[src/rtl/mnd_pkg.sv]
package mnd_pkg;
  typedef struct packed {
    logic restart;
    logic hold;
    logic mnOn;
  } mndStrobe_t;
endpackage

[src/rtl/mnd_ctrl.sv]
module mnd_ctrl
  import mnd_pkg::*;
#(
  parameter int DATA_W   = 32,
  parameter int CNT_W    = 8,
  parameter int PRE_W    = 4,
  parameter int SRC_W    = 3,
  parameter int NFLD_LSB = 16,
  parameter int MFLD_LSB = 16
) (
  input  logic              clk,
  input  logic              rstN,
  input  logic              wrEn,
  input  logic              wrAddr,
  input  logic [DATA_W-1:0] wrData,
  input  logic              rdAddr,
  output logic [DATA_W-1:0] rdData,
  output logic [SRC_W-1:0]  srcSel,
  output logic [CNT_W-1:0]  mVal,
  output logic [CNT_W-1:0]  nVal,
  output logic [PRE_W-1:0]  preDiv,
  output mndStrobe_t        strb
);
  localparam int PRE_LSB  = SRC_W;
  localparam int HOLD_BIT = PRE_LSB + PRE_W;
  localparam int EN_BIT   = HOLD_BIT + 1;
  localparam int MODE_LSB = EN_BIT + 1;

  logic [DATA_W-1:0] nsReg, mdReg;

  always_ff @(posedge clk) begin
    if (!rstN) begin
      nsReg <= '0;
      mdReg <= '0;
    end else if (wrEn) begin
      if (wrAddr) mdReg <= wrData;
      else        nsReg <= wrData;
    end
  end

  assign rdData = rdAddr ? mdReg : nsReg;
  assign srcSel = nsReg[SRC_W-1:0];
  assign preDiv = nsReg[PRE_LSB +: PRE_W];
  assign mVal   = mdReg[MFLD_LSB +: CNT_W];
  assign nVal   = ~nsReg[NFLD_LSB +: CNT_W] + mVal;

  always_comb begin
    strb.restart = wrEn;
    strb.hold    = nsReg[HOLD_BIT];
    strb.mnOn    = (|nsReg[MODE_LSB +: 2]) & nsReg[EN_BIT] & (|nVal);
  end
endmodule

[src/rtl/mnd_datapath.sv]
module mnd_datapath
  import mnd_pkg::*;
#(
  parameter int CNT_W = 8,
  parameter int PRE_W = 4
) (
  input  logic             clk,
  input  logic             rstN,
  input  mndStrobe_t       strb,
  input  logic [CNT_W-1:0] mVal,
  input  logic [CNT_W-1:0] nVal,
  input  logic [PRE_W-1:0] preDiv,
  output logic             tick,
  output logic [CNT_W-1:0] accVal,
  output logic             clkEn
);
  logic [PRE_W-1:0] preCnt;
  logic [CNT_W:0]   sum;
  logic             sumHit;

  assign tick   = (preCnt >= preDiv);
  assign sum    = {1'b0, accVal} + {1'b0, mVal};
  assign sumHit = (sum >= {1'b0, nVal});

  always_ff @(posedge clk) begin
    if (!rstN || strb.restart || tick) preCnt <= '0;
    else                               preCnt <= preCnt + 1'b1;
  end

  always_ff @(posedge clk) begin
    if (!rstN || !strb.mnOn || strb.hold) accVal <= '0;
    else if (tick) begin
      if (sumHit) accVal <= CNT_W'(sum - {1'b0, nVal});
      else        accVal <= sum[CNT_W-1:0];
    end
  end

  always_ff @(posedge clk) begin
    if (!rstN || strb.restart) clkEn <= 1'b0;
    else if (strb.mnOn)        clkEn <= !strb.hold && tick && sumHit;
    else                       clkEn <= tick;
  end
endmodule

[src/rtl/mnd_rate_gen.sv]
module mnd_rate_gen
  import mnd_pkg::*;
#(
  parameter int DATA_W   = 32,
  parameter int CNT_W    = 8,
  parameter int PRE_W    = 4,
  parameter int SRC_W    = 3,
  parameter int NFLD_LSB = 16,
  parameter int MFLD_LSB = 16
) (
  input  logic              clk,
  input  logic              rstN,
  input  logic              wrEn,
  input  logic              wrAddr,
  input  logic [DATA_W-1:0] wrData,
  input  logic              rdAddr,
  output logic [DATA_W-1:0] rdData,
  output logic [SRC_W-1:0]  srcSel,
  output logic              clkEn
);
  mndStrobe_t       strb;
  logic [CNT_W-1:0] mVal, nVal, accVal;
  logic [PRE_W-1:0] preDiv;
  logic             tick;

  mnd_ctrl #(
    .DATA_W(DATA_W), .CNT_W(CNT_W), .PRE_W(PRE_W), .SRC_W(SRC_W),
    .NFLD_LSB(NFLD_LSB), .MFLD_LSB(MFLD_LSB)
  ) u_ctrl (
    .clk(clk), .rstN(rstN), .wrEn(wrEn), .wrAddr(wrAddr), .wrData(wrData),
    .rdAddr(rdAddr), .rdData(rdData), .srcSel(srcSel), .mVal(mVal),
    .nVal(nVal), .preDiv(preDiv), .strb(strb)
  );

  mnd_datapath #(.CNT_W(CNT_W), .PRE_W(PRE_W)) u_dp (
    .clk(clk), .rstN(rstN), .strb(strb), .mVal(mVal), .nVal(nVal),
    .preDiv(preDiv), .tick(tick), .accVal(accVal), .clkEn(clkEn)
  );
endmodule

[config.mk]
export PLATFORM = sky130hd
export DESIGN_NAME = mnd_rate_gen
export DESIGN_NICKNAME = d
export VERILOG_FILES = /design/src/rtl/mnd_pkg.sv /design/src/rtl/mnd_ctrl.sv /design/src/rtl/mnd_datapath.sv /design/src/rtl/mnd_rate_gen.sv
export SDC_FILE = /design/constraint.sdc
export NUM_CORES = 1
export LEC_CHECK = 0
export BUFFER_PORTS_ARGS = -buffer_cell sky130_fd_sc_hd__buf_2
export CAP_MARGIN = 15
export CORE_ASPECT_RATIO = 1.2
export CORE_MARGIN = 3
export CORE_UTILIZATION = 40
export CTS_CLUSTER_DIAMETER = 30
export DETAILED_ROUTE_END_ITERATION = 7
export GPL_TIMING_DRIVEN = 1
export PLACE_DENSITY = 0.69
export SYNTH_ARGS = -nofsm -noshare
export SYNTH_HDL_FRONTEND = slang
export SYNTH_SLANG_ARGS = --single-unit
[constraint.sdc]
create_clock -name clk -period 3.6 [get_ports clk]
set_clock_uncertainty 0.05 [all_clocks]
set_input_delay 0.36 -clock clk [delete_from_list [all_inputs] [get_ports clk]]
set_output_delay 0.36 -clock clk [all_outputs]
set_load 0.02 [all_outputs]
==> flow_summary.yaml, run 1 <==
worst_setup_path:
  endpoint_kind: "flip-flop"
  worstReg2RegEnd: "u_dp.accVal[7]"
  ff2ff_path_depth: 15
  crit_fanout: 5
  crit_type: "reg -> reg"
  required_ps: 3760
  crit_path_start_kind: "flip-flop"
  cp.arrival_ps: 3600
  cp-startpoint: "u_ctrl.nsReg[16]"
  reg2reg_from: "u_ctrl.nsReg[16]"
  r2r_setup_slack_ps: 160
run_status:
  status: "finished clean"
finish:
  seqCellArea_um2: 1540
  num-fill-cells: 1033
  area_growth_pct: 17.2
  diodes: 0
  fin_nets: 654
  multi_input_area_um2: 2660
  fin_area_um2: 5110
  drive_gt1_share_pct: 21.9
synth:
  syn_inst: 525
  synth_top_area_share_pct: 35.4
  ys.flop_type: "dfxtp_1"
  synth.distinct_cells: 46
  syn_avg_cell_area_um2: 8.30
  async_flop_share_pct: 0
  yosysSeqAreaShare_pct: 35.4
  ys_warn_count: 0
  yosysTopAreaCell: "dfxtp_1"
  ys_top_cells_by_count: "nand2_1, dfxtp_1, a21boi_0"
  synth_area_um2: 4360
  synth_edf_count: 0
  yosys.cell_count.top_type: "nand2_1"
  ys_ff_latch: 77
  syn_nets: 593
  synthTopCellsByArea: "dfxtp_1, nand2_1, a21boi_0, ha_1, mux2_2"
global_route:
  grt_start_max_net_pins: 43
  overflow: 0
  grt_pass1_wl_um: 17700
  grt_pass1_vias: 3838
  antenna_found_initial: 0
  grt_use_total_pct: 18.1
clocking:
  hold_buffers: 0
  clkSinkCount: 77
  numCtsBuffers: 9
  clock_latency_ps: 340
  clk_pin_slew_ps: 60
  cts_tree: "yes"
  cts_buffer_depth: 2
  ctsHtreeMaxLevel: 3
  root_buffer: "clkbuf_16"
sta:
  max_freq_mhz: 291
  fin_crit_ps: 3440
  relSlewSlack_pct: 43.9
  worstMarginPinSlew_ps: 842
  fin_crit_sh_pct: 95.5
  fin_ws_ps: 162
  report.final.hold_viol_count: 0
  slew_violations: 0
  finalSetupViolations: 0
place:
  placed_area_um2: 4820
  routabilityCongestion: 0.902
  post-place-ws_ps: 23.3
  hpwlAfterDp_um: 7740
  port_buffers: 72
worst_hold_path:
  holdCritPathClass: "in -> reg"
  hold_end: "u_ctrl.mdReg[17]"
  min-delay-start: "wrData[17]"
  min_delay_path_depth: 3
floorplan:
  core.rowCount: 41
  die_h_um: 120
  die_area_um2: 12200
  die_w_um: 101
  coreArea_um2: 10600
  initial_utilization_pct: 41.3
  boundaryPins: 73
power_and_ir_drop:
  vdd_drop_max_mv: 0.292
  total_power_uw: 2150
  p_leak_uw: 0.00220
  cellPowerDensity_nw_per_um2: 421
detailed_routing:
  route.detailed.drc: 0
  dr.pass1.iters: 4
  num_vias: 3840
  ant_nets: 0
  wl_per_cell_um: 15.1
  drt-initial-drc-count: 154
  wirelength_um: 10900
  via_per_inst: 5.35
run:
  max_cap_violations: 0
-- placed cells by master (no fill, tap or decap), drive strengths merged, types with 12 or more instances in the layout --
| cell type | instances |
|---|---|
| ha | 28 |
| xnor2 | 12 |
| clkbuf | 12 |
| buf | 81 |
| a21oi | 20 |
| mux2 | 23 |
| a21boi | 64 |
| a211oi | 12 |
| inv | 17 |
| o21ai | 21 |
| dfxtp | 77 |
| nand2 | 146 |
-- where the power goes --
| group | switching, uW | leakage (uW) | total [uW] | internal [uW] |
|---|---|---|---|---|
| combinational | 251 | 0.00145 | 428 | 178 |
| clock | 353 | 0.000119 | 812 | 459 |
| sequential | 21.0 | 0.000629 | 908 | 887 |
| total | 625 | 0.00220 | 2150 | 1520 |
-- critical path, cell delays in order, from the launching register on --
cell and delay (ps):
dfxtp_1 320, inv_1 50, ha_1 220, fa_2 370, a21o_1 180, a311o_1 360
a21oi_2 150, xnor2_1 150, inv_1 110, ha_4 300, nand4_1 120, o21ai_2 160
a21oi_2 70, or4_1 530, nand4_1 100, a21oi_1 60
-- sequential cells by signal (all words and copies together), names as in the netlist --
register and flops:
u_ctrl.nsReg 32, u_ctrl.mdReg 32, u_dp.clkEn 1, u_dp.accVal 8
u_dp.preCnt 4
-- cell families (layout without fill, tap and decap cells) --
| family | after synthesis | count (layout) | synth area share (%) |
|---|---|---|---|
| multiplexers | 28 | 28 | 7.09 |
| XOR/XNOR | 18 | 18 | 3.62 |
| AND/OR/NAND/NOR | 184 | 184 | 17.5 |
| flip-flops | 77 | 77 | 35.4 |
| buffers and inverters | 48 | 112 | 4.42 |
| adder cells (fa/ha/maj) | 31 | 31 | 9.41 |
| AO/OA/AOI/OAI | 139 | 139 | 22.6 |
-- area by class of cell --
type | instances | area share [%]
multi-input cells | 400 | 52.1
clock buffers | 12 | 4.63
inverters | 17 | 1.25
repair buffers | 81 | 8.38
flip-flops and latches | 77 | 30.2
well taps | 129 | 3.16
clock inverters | 2 | 0.245
-- worst max path at each step --
| stage | cells past startpoint | endpoint | slack (ps) |
|---|---|---|---|
| final | 15 | u_dp.accVal[7] | 160 |
| after detailed placement | 15 | u_dp.accVal[7] | 20 |
| after CTS | 15 | u_dp.accVal[7] | 10 |
| after global routing | 15 | u_dp.accVal[7] | -10 |
| after global placement | 15 | u_dp.accVal[7] | 100 |
| after floorplan | 15 | u_dp.accVal[0] | 130 |
-- layer usage --
metal  track usage, %  vias up  part of all wire (%)
met5                0        -                     0
met4             6.07        0                   1.9
met3             4.73       16                   5.1
met2             30.1       89                    49
met1             22.6     1818                    44
li1                 -     1917                     -
-- through the flow --
step / hold slack (ps) / util, % / cells / TNS (ps)
2_1_floorplan: 380 / - / 525 / 0
3_3_place_gp: 395 / 45.6 / 704 / 0
3_5_place_dp: 406 / 45.6 / 704 / 0
4_1_cts: 221 / 48.0 / 718 / 0
5_1_grt: 224 / 48.3 / 718 / -9.94
6_report: 226 / 48.3 / 718 / 0
-- repair_timing --
action | CTS | global route
gates resized for setup | 0 | 9
setup endpoints to repair | 0 | 9
setup buffers | 0 | 0
Power figures use the tool's default switching activity.
==> inputs of run 2 (changes only) <==
--- a/config.mk
+++ b/config.mk
@@ -14,6 +14,7 @@
 export DETAILED_ROUTE_END_ITERATION = 7
 export GPL_TIMING_DRIVEN = 1
 export PLACE_DENSITY = 0.69
+export RECOVER_POWER = 50
 export SYNTH_ARGS = -nofsm -noshare
 export SYNTH_HDL_FRONTEND = slang
 export SYNTH_SLANG_ARGS = --single-unit
==> flow_summary.yaml, run 2 (synthesis results as in run 1) <==
floorplan:
  coreArea_um2: 10600
  initial_utilization_pct: 41.3
  die_area_um2: 12200
  boundaryPins: 73
  die_w_um: 101
  core.rowCount: 41
  die_h_um: 120
worst_hold_path:
  holdCritPathClass: "in -> reg"
  min-delay-start: "wrData[16]"
  min_delay_path_depth: 3
  hold_end: "u_ctrl.mdReg[16]"
sta:
  report.final.hold_viol_count: 0
  worstMarginPinSlew_ps: 1180
  relSlewSlack_pct: 21.1
  slew_violations: 0
  fin_crit_ps: 3440
  finalSetupViolations: 0
  fin_ws_ps: 162
  max_freq_mhz: 291
  timing.hold.ws_ps: 228
  fin_crit_sh_pct: 95.5
worst_setup_path:
  r2r_setup_slack_ps: 160
  crit_path_start_kind: "flip-flop"
  endpoint_kind: "flip-flop"
  reg2reg_from: "u_ctrl.nsReg[16]"
  crit_fanout: 5
  ff2ff_path_depth: 15
  required_ps: 3760
  crit_type: "reg -> reg"
  cp.arrival_ps: 3590
  worstReg2RegEnd: "u_dp.accVal[7]"
global_route:
  grt_use_total_pct: 18.1
  grt_pass1_vias: 3838
  overflow: 0
  grt_pass1_wl_um: 17700
  grt_start_max_net_pins: 43
  antenna_found_initial: 0
place:
  routabilityCongestion: 0.902
  hpwlAfterDp_um: 7740
  port_buffers: 72
  post-place-ws_ps: 23.3
  placed_area_um2: 4820
clocking:
  cts_tree: "yes"
  cts_buffer_depth: 2
  root_buffer: "clkbuf_16"
  cts_resized: 0
  ctsHtreeMaxLevel: 3
  numCtsBuffers: 9
  clk_pin_slew_ps: 60
  clkSinkCount: 77
  postCtsSetupBuffers: 0
  clock_latency_ps: 340
  hold_buffers: 0
power_and_ir_drop:
  vdd_drop_max_mv: 0.292
  p_leak_uw: 0.00217
  total_power_uw: 2140
  cellPowerDensity_nw_per_um2: 421
detailed_routing:
  wl_per_cell_um: 15.2
  num_vias: 3847
  dr.pass1.iters: 4
  via_per_inst: 5.36
  wirelength_um: 10900
  route.detailed.drc: 0
  drt-initial-drc-count: 154
  ant_nets: 0
finish:
  area_growth_pct: 16.8
  num-fill-cells: 1035
  layout_common_cells: "nand2_1, dfxtp_1, buf_2"
  fin_nets: 654
  fin_area_um2: 5090
  layout_commonest_cell: "nand2_1"
  drive_gt1_share_pct: 20.5
  fin_util_pct: 48.2
  diodes: 0
  top_regs: "u_ctrl.mdReg (32), u_ctrl.nsReg (32), u_dp.accVal (8)"
run:
  max_cap_violations: 0
run_status:
  status: "finished clean"
[run 2: changes by cell type in the layout (fill, tap and decap cells not counted), sizes merged]
cell	change
buf	-7
clkbuf	+7
[run 2: worst max path at each step]
stage	start	to	slack, ps	depth (start not counted)
2_1_floorplan	u_ctrl.nsReg[16]	u_dp.accVal[0]	130	15
5_1_grt	u_ctrl.nsReg[16]	u_dp.accVal[7]	-10	15
3_3_place_gp	u_ctrl.nsReg[16]	u_dp.accVal[7]	100	15
4_1_cts	u_ctrl.nsReg[16]	u_dp.accVal[7]	10	15
6_report	u_ctrl.nsReg[16]	u_dp.accVal[7]	160	15
3_5_place_dp	u_ctrl.nsReg[16]	u_dp.accVal[7]	20	15
[run 2: worst max-delay path, stage by stage, from the launching register on]
cell and delay (ps):
dfxtp_1 320, inv_1 50, ha_1 220, fa_2 370, a21o_1 180, a311o_1 360, a21oi_2 150, xnor2_1 150
inv_1 110, ha_4 300, nand4_1 120, o21ai_2 160, a21oi_2 70, or4_1 530, nand4_1 100, a21oi_1 60
[run 2: metal layers]
metal,vias up,track usage [%],share of wire [%]
li1,1917,-,-
met3,16,4.73,5.6
met4,0,6.07,1.9
met5,-,0,0
met2,95,30.1,48
met1,1819,22.6,45
[run 2: final cells by class]
class	instances	area (um2)	area share, %
repair buffers	81	414	8.13
flip-flops and latches	77	1540	30.3
clock buffers	12	236	4.64
inverters	17	63.8	1.25
multi-input cells	400	2660	52.3
well taps	129	161	3.17
clock inverters	2	12.5	0.246
[run 2: through the flow]
step                std cells  TNS [ps]
floorplan                 525         0
global placement          704         0
detailed placement        704         0
CTS                       718         0
global route              718     -9.94
finish                    718         0
[run 2: report_power, final]
| group | switching [uW] | internal [uW] | total (uW) |
|---|---|---|---|
| registers | 21.0 | 887 | 908 |
| logic | 251 | 176 | 427 |
| clock network | 350 | 459 | 809 |
| total | 622 | 1520 | 2140 |
